[config.mk]
export PLATFORM = sky130hd
export DESIGN_NAME = prio_irq_ctrl
export DESIGN_NICKNAME = d
export VERILOG_FILES = /design/src/rtl/prio_irq_pkg.sv /design/src/rtl/pic_edge_detect.sv /design/src/rtl/pic_ctrl_regs.sv /design/src/rtl/pic_resolver.sv /design/src/rtl/prio_irq_ctrl.sv
export SDC_FILE = /design/constraint.sdc
export NUM_CORES = 1
export LEC_CHECK = 0
export BUFFER_PORTS_ARGS = -buffer_cell sky130_fd_sc_hd__buf_4
export CORE_ASPECT_RATIO = 1.75
export CORE_MARGIN = 2
export CORE_UTILIZATION = 30
export DETAILED_ROUTE_END_ITERATION = 16
export PLACE_DENSITY = 0.48
export SLEW_MARGIN = 10
export SYNTH_ARGS = -nofsm -noshare
export SYNTH_HDL_FRONTEND = slang
export SYNTH_SLANG_ARGS = --single-unit
[constraint.sdc]
create_clock -name clk -period 2.1 [get_ports clk]
set_clock_uncertainty 0.2 [all_clocks]
set_input_delay 0 -clock clk [delete_from_list [all_inputs] [get_ports clk]]
set_output_delay 0 -clock clk [all_outputs]
set_load 0.03 [all_outputs]
[src/rtl/prio_irq_pkg.sv]
package prio_irq_pkg;

    localparam int NUM_LINES = 8;
    localparam int IDX_W     = $clog2(NUM_LINES);
    localparam int VEC_W     = 8;
    localparam int BASE_W    = VEC_W - IDX_W;
    localparam int ADDR_W    = 2;
    localparam int SPEC_BIT  = IDX_W;

    typedef logic [NUM_LINES-1:0] line_vec_t;

    typedef enum logic [ADDR_W-1:0] {
        REG_MASK = 2'd0,
        REG_EOI  = 2'd1,
        REG_BASE = 2'd2
    } reg_addr_e;

    typedef struct packed {
        logic             hit;
        logic [IDX_W-1:0] idx;
    } pick_t;

    typedef struct packed {
        logic             valid;
        logic             specific;
        logic [IDX_W-1:0] line;
    } eoi_cmd_t;

    // Lowest set index wins
    function automatic pick_t pick_lowest(line_vec_t v);
        pick_t p;
        p = '0;
        for (int i = NUM_LINES - 1; i >= 0; i--) begin
            if (v[i]) begin
                p.hit = 1'b1;
                p.idx = IDX_W'(i);
            end
        end
        return p;
    endfunction

    function automatic line_vec_t onehot(logic [IDX_W-1:0] idx);
        return line_vec_t'(1) << idx;
    endfunction

endpackage

[src/rtl/pic_edge_detect.sv]
module pic_edge_detect
    import prio_irq_pkg::*;
(
    input  logic      clk,
    input  logic      rst,
    input  line_vec_t level,
    output line_vec_t rise
);
    line_vec_t prev_q;

    always_ff @(posedge clk) begin
        if (rst) prev_q <= '0;
        else     prev_q <= level;
    end

    assign rise = level & ~prev_q;
endmodule

[src/rtl/pic_ctrl_regs.sv]
module pic_ctrl_regs
    import prio_irq_pkg::*;
(
    input  logic              clk,
    input  logic              rst,
    input  logic              wr_en,
    input  logic [ADDR_W-1:0] wr_addr,
    input  logic [VEC_W-1:0]  wr_data,
    output line_vec_t         mask,
    output logic [BASE_W-1:0] base,
    output eoi_cmd_t          eoi
);
    line_vec_t         mask_q;
    logic [BASE_W-1:0] base_q;

    always_ff @(posedge clk) begin
        if (rst) begin
            mask_q <= '1;
            base_q <= '0;
        end else if (wr_en) begin
            case (reg_addr_e'(wr_addr))
                REG_MASK: mask_q <= wr_data[NUM_LINES-1:0];
                REG_BASE: base_q <= wr_data[VEC_W-1:IDX_W];
                default:  ;
            endcase
        end
    end

    always_comb begin
        eoi          = '0;
        eoi.valid    = wr_en && (reg_addr_e'(wr_addr) == REG_EOI);
        eoi.specific = wr_data[SPEC_BIT];
        eoi.line     = wr_data[IDX_W-1:0];
    end

    assign mask = mask_q;
    assign base = base_q;
endmodule

[src/rtl/pic_resolver.sv]
module pic_resolver
    import prio_irq_pkg::*;
(
    input  line_vec_t irr,
    input  line_vec_t isr,
    input  line_vec_t mask,
    output pick_t     grant,
    output pick_t     top_isr
);
    line_vec_t blocked;

    // A line is held off when it or any more urgent line is in service
    for (genvar i = 0; i < NUM_LINES; i++) begin : g_block
        assign blocked[i] = |isr[i:0];
    end

    assign grant   = pick_lowest(irr & ~mask & ~blocked);
    assign top_isr = pick_lowest(isr);
endmodule

[src/rtl/prio_irq_ctrl.sv]
module prio_irq_ctrl
    import prio_irq_pkg::*;
#(
    parameter int CASCADE_LINE = 2
) (
    input  logic                 clk,
    input  logic                 rst,
    input  logic [NUM_LINES-1:0] irq_lines,
    input  logic                 slave_int,
    input  logic                 inta,
    input  logic                 wr_en,
    input  logic [ADDR_W-1:0]    wr_addr,
    input  logic [VEC_W-1:0]     wr_data,
    output logic                 int_out,
    output logic                 vec_valid,
    output logic [VEC_W-1:0]     vec_out
);
    localparam logic [IDX_W-1:0] SPUR_IDX = IDX_W'(NUM_LINES - 1);

    line_vec_t         line_in, rise, irr, isr, mask_q;
    line_vec_t         ack_set, eoi_clr;
    logic [BASE_W-1:0] base_q;
    eoi_cmd_t          eoi;
    pick_t             grant, top_isr;
    logic              ack_take;

    assign line_in = irq_lines | (line_vec_t'(slave_int) << CASCADE_LINE);

    pic_edge_detect u_edge (
        .clk   (clk),
        .rst   (rst),
        .level (line_in),
        .rise  (rise)
    );

    pic_ctrl_regs u_regs (
        .clk     (clk),
        .rst     (rst),
        .wr_en   (wr_en),
        .wr_addr (wr_addr),
        .wr_data (wr_data),
        .mask    (mask_q),
        .base    (base_q),
        .eoi     (eoi)
    );

    pic_resolver u_res (
        .irr     (irr),
        .isr     (isr),
        .mask    (mask_q),
        .grant   (grant),
        .top_isr (top_isr)
    );

    assign ack_take = inta && grant.hit;
    assign ack_set  = ack_take ? onehot(grant.idx) : '0;

    always_comb begin
        eoi_clr = '0;
        if (eoi.valid) begin
            if (eoi.specific)     eoi_clr = onehot(eoi.line);
            else if (top_isr.hit) eoi_clr = onehot(top_isr.idx);
        end
    end

    always_ff @(posedge clk) begin
        if (rst) begin
            irr       <= '0;
            isr       <= '0;
            vec_valid <= 1'b0;
            vec_out   <= '0;
        end else begin
            irr       <= (irr & ~ack_set) | rise;
            isr       <= (isr & ~eoi_clr) | ack_set;
            vec_valid <= inta;
            if (inta) vec_out <= {base_q, (ack_take ? grant.idx : SPUR_IDX)};
        end
    end

    assign int_out = grant.hit;
endmodule

Yosys cells after proc, flatten, opt, wreduce, memory -nomap -nowiden --
Index checks and enable logic that the tools add are counted. W data, S select, Z words.
Cells by class: add/sub/neg operators 0, multiply operators 0, div/mod/pow operators 0, $lt $le $gt $ge 0, equal/unequal tests 2, shift-type cells 3, mux-type cells 21, bitwise logic cells 13, reduce and logical (&&, ||, !) cells 12
Operators by type and width (count):
- $mux W4 | 16
- $and A8 B8 Y8 | 5
- $not A8 Y8 | 5
- $mux W8 | 4
- $shl A1 B3 Y8 const A | 3
- $or A8 B8 Y8 | 2
- $or A8 B3 Y8 | 1
- $reduce_or A8 Y1 | 1
- $reduce_or A7 Y1 | 1
- $reduce_or A6 Y1 | 1
- $reduce_or A5 Y1 | 1
- $reduce_and A2 Y1 | 2
- $reduce_or A4 Y1 | 1
- $mux W3 | 1
- $reduce_or A3 Y1 | 1
- $eq A2 B1 Y1 const B | 1
- $eq A2 B2 Y1 const B | 1
- $logic_and A1 B1 Y1 | 2
- $logic_not A2 Y1 | 1
- $reduce_or A2 Y1 | 1
Storage, ports and cells: bits in registers 46, bits in latches 0, RAM bits 0, ROM bits 0, input port bits 23, logic and storage cells 58, memories kept 0

Longest topological paths before layout --
depth in word-level cells 16, gate-level depth with buffers 6, gate-level depth less buffers 5

Hierarchy --
From an unflattened synthesis, not the netlist that was laid out.
Unflattened totals: cells, all modules 261, area total of the unflattened synthesis 2258.4 um2
Modules (own cells, without submodules):
- prio_irq_ctrl | instances 1, cells each 132, area each 1124.8 um2, seq. area each 500.5 um2
- pic_ctrl_regs | instances 1, cells each 64, area each 608.1 um2, seq. area each 260.2 um2
- pic_resolver | instances 1, cells each 41, area each 265.3 um2, seq. area each 0.0 um2
- pic_edge_detect | instances 1, cells each 24, area each 260.2 um2, seq. area each 160.2 um2

Worst setup path after synthesis --
Ideal clock, no wire load.
path kind register -> register, start point register isr[1], end point register vec_out[0], data arrival time 1768 ps, setup slack 44 ps, cell stages (with the launch flop) 6, buffers on the path 0, period minus slack after synthesis 2056 ps, cells stage by stage dfxtp_1 > nor4_4 > nand3_2 > or4b_4 > a21o_1 > a311oi_2
Between the ends: cells in the longest elaborated chain, start to end 13, elaborated cells on any way between the ends 19
RTL lines:
- start: declaration | RTL line prio_irq_ctrl.sv:20 | line_vec_t line_in, rise, irr, isr, mask_q;
- start signal: assignment | RTL line prio_irq_ctrl.sv:74 | isr <= (isr & ~eoi_clr) | ack_set;
- $reduce_or A8 Y1 | RTL line pic_resolver.sv:14 | assign blocked[i] = |isr[i:0];
- $not A8 Y8 * | RTL line pic_resolver.sv:17 | assign grant = pick_lowest(irr & ~mask & ~blocked);
- $and A8 B8 Y8 * | RTL line pic_resolver.sv:17
- $mux W4 (6 in series) | RTL line prio_irq_pkg.sv:34 | if (v[i]) begin
- $mux W4 * (2 in series) | RTL line prio_irq_pkg.sv:34
- $logic_and A1 B1 Y1 | RTL line prio_irq_ctrl.sv:55 | assign ack_take = inta && grant.hit;
- $mux W3 * | RTL line prio_irq_ctrl.sv:76 | if (inta) vec_out <= {base_q, (ack_take ? grant.idx : SPUR_IDX)};
- end signal: assignment | RTL line prio_irq_ctrl.sv:76
- end: declaration | RTL line prio_irq_ctrl.sv:16 | output logic [VEC_W-1:0] vec_out
Mark *: on every way between the ends. The rest lies on a longest branch, timed or not. A chain may end at the register's enable or synchronous reset.

Final worst setup path --
Ends and elaborated chain as after synthesis.

==> impl_results.md <==
* First-pass GRT wire length at 8960 um
* Worst path max stage delay at 510 ps
* Worst Setup Start Kind: flop
* Kind of critical path: flop to flop
* Most frequent cells after synthesis: 46 x dfxtp_1, 33 x nor2_1, 30 x nor2b_1
* Num CTS Buffers at 5
* Maximum VDD drop at 0.000429 V
* Slowest cell on crit path: or4b_4
* Area Overhead vs Synth at 46.1%
* Cell variety after synth at 41
* Remaining Overflow, GRT at 0
* Yosys reg bits at 46
* ANT cells at 0
* Post-synthesis async set-or-reset flop share at 0%
* Die Height at 113 um
* Seq/Total Area, Yosys at 45.3%
* Routability cong. at 0.803
* Synthesized net count at 247
* DR WL/cell at 14.3 um
* Crit path max-delay family: simple AND/OR/NAND/NOR gates
* Clock Pin Slew Worst Setup and Hold Paths at 60 ps
* Final Core Density at 45.4%
* CTS tree: built
* Largest net degree at the start of global routing at 50
* Worst Path Required at 2100 ps
* Vias in the first global route at 1934
* WHS at 69.3 ps
* Avg Cell Area, Syn at 9.08 um^2
* # DRC at 0
* Die Wd at 66.2 um
* Worst-Margin Slew at 520 ps
* Cell row count at 39
* Critical path arrival at 2060 ps
* Clk sinks at 46
* Most numerous cell in the Yosys netlist: dfxtp_1
* Vias at 1884
* Final Cycle Share at 97.8%
* Synth warn at 0
* Lkg Pwr at 1.22 nW
* Overall Global Routing Usage at 15.6%
* Die area at 0.00748 mm^2
* Main synth FF type: dfxtp_1
* Total Wirelength at 5480 um
* Post-synth top area cell: dfxtp_1
* Worst slew margin at 65.3%
* Layout cells sized above 1 at 26.6%
* CTS max path bufs at 2
* PwrDens at 681 mW/mm^2
* Detailed-route vias per instance at 4.92
* Port buffer count at 32
* Yosys top cell area share at 45.3%
* First-pass DRT Iterations at 4
* Worst-skew pair later-pin latency at 290 ps
* Initial Util at 31.1%
* Clock Tree Root: clkbuf_16
* Maxcap violations at 0
* Synthesized area at 0.00203 mm^2
* Status: finished, final reports clean
* Post-route minimum period at 2050 ps
* Buffer and inverter count on the worst path at 0
* Worst-path fanout max at 5
* Final Max Slew Viols at 0
* Initial DRC count at 65
* CP Capture Type: flop
* Detail Route Antenna Nets at 0
* Initial antenna violation count at 0
* DP HPWL at 3920 um
* Fmax at 487 MHz
* H-tree Lvls at 2
* EDFF count, synth at 0
* Crit-path cells: nor4_4 > nand3_2 > or4b_4 > a21o_4 > a311oi_2
* Final setup fails at 0
* Core Box Area at 0.00654 mm^2
* Setup repair after global routing missed its margin: true
* Final hold viol count at 0
* Post-Syn Instances at 224
* Area contributors post-synth: dfxtp_1 45%, nor2b_1 9.2%, nor2_1 6.1%
* I/O pin cnt at 33
* Min-Delay Path Class: input pin to flop
* Nets at 323
per-stage QoR:
stage	worst slack [ps]	total power [W]	instance area, um^2	setup TNS [ps]	instances
floorplan	43.7	0.00110	2030	0	224
global placement	-12.4	0.00121	2470	-12.4	346
detailed placement	-51.8	0.00121	2470	-128	346
CTS	2.40	0.00205	2900	0	380
global route	-45.7	0.00212	2970	-228	383
finish	45.8	0.00202	2970	0	383
cell type report:
class / count / area, um^2
inverters: 5 / 18.8
clock buffers: 5 / 125
multi-input cells: 164 / 1130
fillers: 695 / 3570
flip-flops and latches: 46 / 926
repair buffers: 78 / 651
clock inverters: 3 / 18.8
well taps: 82 / 103
registers in the layout (all words and copies together), names as in the netlist:
name and count:
irr 8, isr 8, u_edge.prev_q 8, u_regs.mask 8, vec_out 8, u_regs.base 5, vec_valid 1
final timing paths:
path                    start        endpoint  cells past startpoint  slack, ps
min                wr_addr[1]  u_regs.mask[6]                      5         70
min reg2reg  u_edge.prev_q[2]          irr[2]                      1        210
max reg2reg            isr[1]      vec_out[0]                      5         50
max                    isr[1]      vec_out[0]                      5         50
report_power, final:
part	leakage, nW	internal (W)	switching [W]	total, W
clock network	0.0740	0.000441	0.000338	0.000779
logic	0.771	0.000163	0.000145	0.000308
registers	0.380	0.000915	0.0000228	0.000937
total	1.22	0.00152	0.000505	0.00202
tightest hold or removal path, cell delays in order:
cell and delay, ps:
buf_4 90, nor3b_2 40, buf_4 180, nor2b_1 120, a211o_1 100
logic make-up (layout without fill, tap and decap cells):
kind of cell,count (synthesis),in the layout,share of synthesized area (%)
and+or+nand+nor,99,99,28.2
AOI/OAI and AO/OA,55,55,19.0
DFF,46,46,45.3
buffers and inverters,14,91,2.59
muxes,10,10,4.92
placed cells by master, fill, tap and decap left out, types with 2 or more instances in the layout:
cell	count
a211o_1	9
a211oi_1	5
a21oi_1	15
a21oi_2	2
buf_4	52
clkbuf_16	5
clkinv_2	2
dfxtp_1	44
dlygate4sd3_1	26
inv_1	5
mux2i_1	10
nand2_1	3
nand2b_1	5
nand3b_1	5
nand4_1	5
nor2_1	31
nor2b_1	30
nor3_1	3
nor3b_1	2
nor3b_2	2
o21ai_0	7
o31ai_1	2
metal layers:
| layer | wire [um] | GRT usage (%) | share of wire (%) |
|---|---|---|---|
| met4 | 141 | 6.80 | 2.6 |
| met2 | 3070 | 30.1 | 56 |
| met1 | 2150 | 15.8 | 39 |
| met3 | 113 | 2.19 | 2.1 |
| met5 | 0 | 0 | 0 |
repair_timing:
item,CTS,global route
gates cloned,0,0
buffers inserted,0,3
setup endpoints to repair,7,10
pin swaps,1,7
resized for setup,5,12
endpoints found under the hold margin,42,0
hold buffers,26,0
Note: power is estimated with default switching activity, not from simulation.
